**src/rtl/conv3_seq.sv**
```systemverilog
module conv3_seq #(
  parameter int HALF_DIV    = 50,
  parameter int TIMEOUT_CYC = 50000
) (
  input  logic       clk,
  input  logic       rst_n,
  input  logic       start,
  input  logic [2:0] chan_sel,
  input  logic       unipolar,
  input  logic       single_ended,
  input  logic       miso,
  output logic       sclk,
  output logic       cs_n,
  output logic       mosi,
  output logic       busy,
  output logic       done,
  output logic       tmo_err,
  output logic [7:0] result
);
  localparam int FRAME_BITS = 24;
  localparam int DIV_W      = (HALF_DIV > 1) ? $clog2(HALF_DIV) : 1;
  localparam int TMO_W      = $clog2(TIMEOUT_CYC + 1);
  localparam int BIT_W      = $clog2(FRAME_BITS);
  localparam logic [DIV_W-1:0] DIV_LAST = DIV_W'(HALF_DIV - 1);
  localparam logic [TMO_W-1:0] TMO_LAST = TMO_W'(TIMEOUT_CYC - 1);
  localparam logic [BIT_W-1:0] BIT_LAST = BIT_W'(FRAME_BITS - 1);

  logic             run;
  logic [DIV_W-1:0] div;
  logic [BIT_W-1:0] bitn;
  logic [TMO_W-1:0] tcnt;
  logic [7:0]       tx;
  logic [15:0]      rx;

  wire tick     = (div == DIV_LAST);
  wire fall_now = tick && sclk;
  wire last_now = fall_now && (bitn == BIT_LAST);
  wire expire   = (tcnt == TMO_LAST);

  assign busy = run;
  assign mosi = run & tx[7];

  always_ff @(posedge clk) begin
    if (!rst_n) begin
      run     <= 1'b0;
      sclk    <= 1'b0;
      cs_n    <= 1'b1;
      div     <= '0;
      bitn    <= '0;
      tcnt    <= '0;
      tx      <= '0;
      rx      <= '0;
      done    <= 1'b0;
      tmo_err <= 1'b0;
      result  <= '0;
    end else begin
      done    <= 1'b0;
      tmo_err <= 1'b0;
      if (!run) begin
        if (start) begin
          run  <= 1'b1;
          cs_n <= 1'b0;
          tx   <= {1'b1, chan_sel, unipolar, single_ended, 2'b11};
          div  <= '0;
          bitn <= '0;
          tcnt <= '0;
        end
      end else begin
        tcnt <= tcnt + 1'b1;
        if (last_now) begin
          run    <= 1'b0;
          sclk   <= 1'b0;
          cs_n   <= 1'b1;
          done   <= 1'b1;
          result <= rx[13:6];
        end else if (expire) begin
          run     <= 1'b0;
          sclk    <= 1'b0;
          cs_n    <= 1'b1;
          tmo_err <= 1'b1;
        end else if (tick) begin
          div  <= '0;
          sclk <= ~sclk;
          if (!sclk) begin
            rx <= {rx[14:0], miso};
          end else begin
            bitn <= bitn + 1'b1;
            tx   <= {tx[6:0], 1'b0};
          end
        end else begin
          div <= div + 1'b1;
        end
      end
    end
  end
endmodule

```
**config.mk**
```make
export PLATFORM = sky130hd
export DESIGN_NAME = conv3_seq
export DESIGN_NICKNAME = d
export VERILOG_FILES = /design/src/rtl/conv3_seq.sv
export SDC_FILE = /design/constraint.sdc
export NUM_CORES = 1
export LEC_CHECK = 0
export ABC_AREA = 0
export BUFFER_PORTS_ARGS = -buffer_cell sky130_fd_sc_hd__buf_2
export CAP_MARGIN = 5
export CORE_MARGIN = 3
export CORE_UTILIZATION = 63
export DETAILED_ROUTE_END_ITERATION = 7
export PLACE_DENSITY_LB_ADDON = 0.15
export SYNTH_ARGS = -nofsm -noshare
export SYNTH_HDL_FRONTEND = slang
export SYNTH_SLANG_ARGS = --single-unit
```
**constraint.sdc**
```tcl
create_clock -name clk -period 5.7 [get_ports clk]
set_clock_uncertainty 0.1 [all_clocks]
set_input_delay 1.14 -clock clk [delete_from_list [all_inputs] [get_ports clk]]
set_output_delay 1.14 -clock clk [all_outputs]
set_load 0.01 [all_outputs]
```
==> impl_results.md <==
- Hold path endpoint: result[1]$_SDFFE_PN0P_
- Leakage: 0.001150 µW
- Minimum clock period: 2974 ps
- # rows: 23
- Largest area contributor in the netlist: dfxtp_1
- Max Cap Viol: 0
- Sw power: 205.7 µW
- Clock power frac: 45.8%
- Setup crit end kind: flop
- R2R Setup Slk: 3310 ps
- Post-CTS Hold Fix Bufs: 0
- Clk sink count: 62
- Post-synth top cells: dfxtp_1 (62), nand2_1 (41), nand3_1 (25), mux2i_1 (23), a21oi_1 (18)
- # fillers: 291
- Drt wl/cell: 15.40 µm
- Clk_lat worst skew: 340 ps
- Slew @ Worst Pin: 1081 ps
- Achievable clock frequency: 0.3363 GHz
- Crit-path cells: buf_2 -> inv_1 -> nor2_1 -> o21ai_1 -> o211ai_1
- Pre-antenna DRT Iters: 4
- Reg-to-Reg Start: tcnt[0]$_SDFFE_PN0P_
- Antenna-violating nets left: 0
- Die W: 73.60 µm
- Gr ovfl total: 0
- Synth top area share: 43.11%
- Cell area after layout: 0.003182 mm²
- Worst Path Max Fanout: 33
- Cell internal pwr: 714.4 µW
- CTS buffer count: 9
- Gr usage total: 24.05%
- Fraction of layout cells with a size suffix above 1: 14.79%
- Worst hold path type: reg -> reg
- WL final: 5975 µm
- Post-cts sizing count: 0
- Final Cycle Share: 52.17%
- Worst hold stages: 2
- Mean number of vias per cell: 6.353
- Slowest cell on crit path: inv_1
- CTS root buffer: clkbuf_8
- Die height: 73.60 µm
- Unrepaired setup endpoints after global routing: no
- I/O pin count: 23
- Ys Warns: 0
- ANT cells: 0
- Hold Vio Cnt, Final: 0
- Top_reg_cell synth: dfxtp_1
- DP Wirelength: 3879 µm
- Sw frac: 22.36%
- Worst Reg2Reg Path Length in Cells: 5
- Clock-pin slew on the worst setup and hold paths: 60 ps
- Syn nets: 330
- Critical path class: in -> reg
- Initial antenna violation count: 0
- Hold Crit Start: result[1]$_SDFFE_PN0P_
- Vias in the first global route: 2,247
- Async S/R FF share, synth: 0%
- Count leader, synth: dfxtp_1
- Sequential area share after synthesis: 43.11%
- VDD IR max: 0.2054 mV
- I/O Buffers: 22
- Synth Register Bits: 62
- Area of placed instances: 0.002967 mm²
- Initial DRC count: 161
- Crit path buffers/inverters: 2
- FF-to-FF End: div[4]$_SDFFE_PN0P_
- Max incr delay on CP: 640 ps
- CP required: 5860 ps
- Mean post-synth cell area: 9.082 µm²
- Detailed-route via count: 2,465
- TritonCTS clock tree: yes
- Clock Path Buffers: 2
- First-pass GRT wire length: 10,050 µm
- Pwr dens: 289.2 mW/mm²
- Relative slew slack: 26.96%
- Worst Path Arrival: 3140 ps
- Initial core utilization: 68.52%
- Area contributors post-synth: dfxtp_1 (43%), mux2i_1 (8.0%), nand2_1 (5.3%), nand3_1 (4.3%), a21oi_1 (3.1%)
- Seq pwr share: 48.6%
- Top delay family on crit path: buffers and inverters
- Final setup viols: 0
- Comb power frac: 5.7%
- Std-Cell Core Area: 0.004202 mm²
- Post-synth EDFFs: 0
- Die footprint: 0.005417 mm²
- Largest net degree at the start of global routing: 34
- GPL Wtd Cong: 0.8586
- DRC Markers: 0
- CP Launch Type: primary input
- P&R area growth vs syn: 10.52%
- Postcts setup bufs: 0
- Status: complete, no violations
- Post-Syn Area: 0.002879 mm²
- Sum Neg Setup Slack: 0 ps
- Nets: 346
- Netlist cell types: 59
- Pins Over Slew Limit: 0
- Gate Count Post-Synth: 317
- H-tree levels: 3
[cell type report]
class | count | area (µm²) | share of cell area, %
Multi-Input combinational cell | 229 | 1515 | 47.62
Sequential cell | 62 | 1241 | 39.01
Clock buffer | 12 | 145.1 | 4.562
Timing Repair Buffer | 23 | 117.6 | 3.696
Clock inverter | 4 | 70.07 | 2.202
Tap cell | 50 | 62.56 | 1.966
Inverter | 8 | 30.03 | 0.9438
[registers in the layout, summed over array words and instances (netlist names)]
name / cells
cs_n: 1
sclk: 1
tx: 8
tcnt: 16
div: 6
rx: 14
busy: 1
tmo_err: 1
done: 1
bitn: 5
result: 8
[metrics by stage]
stage,setup WS (ps),util (%),std cells,hold WS (ps),power (µW)
floorplan,3381,-,317,335.0,494.5
global placement,2490,70.61,372,341.5,506.5
detailed placement,2386,70.61,372,347.7,507.7
CTS,2722,75.73,388,356.9,924.8
global route,2568,75.73,388,382.6,953.1
finish,2726,75.73,388,355.0,920.0
[cells by family (layout without fill, tap and decap cells)]
family | count (synthesis) | count (layout) | synth area share, %
adders and majority gates | 4 | 4 | 1.738
DFF | 62 | 62 | 43.11
muxes | 25 | 25 | 8.779
AOI/OAI and AO/OA | 62 | 62 | 15.12
buffers and inverters | 26 | 47 | 4.259
xor gates and xnor gates | 4 | 4 | 1.217
and+or+nand+nor | 134 | 134 | 25.77
[metal layers]
metal	routed length, µm	GRT usage, %	vias up
met5	0	0	-
met4	110	8.853	0
met3	343	7.524	11
met2	2718	37.89	68
met1	2803	30.85	1180
li1	-	-	1206
[worst max-delay path by stage]
stage,start,endpoint,slack [ps],cells past startpoint
2_1_floorplan,busy$_SDFF_PN0_,mosi,3380,3
3_3_place_gp,rst_n,div[5]$_SDFFE_PN0P_,2490,5
3_5_place_dp,rst_n,div[5]$_SDFFE_PN0P_,2390,5
4_1_cts,rst_n,div[5]$_SDFFE_PN0P_,2720,5
5_1_grt,rst_n,div[2]$_SDFFE_PN0P_,2570,5
6_report,rst_n,div[2]$_SDFFE_PN0P_,2730,5
[cell usage in the layout, fill, tap and decap left out, drive strengths merged, types with 3 or more instances in the layout]
cell type	instances
and3	8
a21oi	18
nand4	8
nand3	26
a211oi	12
inv	8
a31o	3
and2	4
a31oi	3
o21ai	3
xnor2	4
buf	23
mux2i	23
nor3	5
o21a	3
ha	4
dfxtp	62
o211ai	5
nand4b	3
and4b	3
nor4	5
nand2b	4
nor2	16
clkbuf	12
nand2	41
[worst min-delay path, stage by stage (launching register included)]
cell and delay (ps):
dfxtp_1 310, nand2_1 50, a21oi_1 50
[power groups by stage]
stage	logic [µW]	registers [µW]	clock network, µW
finish	52.3	447	421
global route	58.0	447	448
CTS	52.2	447	426
detailed placement	51.5	456	0
global placement	50.7	456	0
floorplan	38.9	456	0
Note: power is estimated with default switching activity, not from simulation.
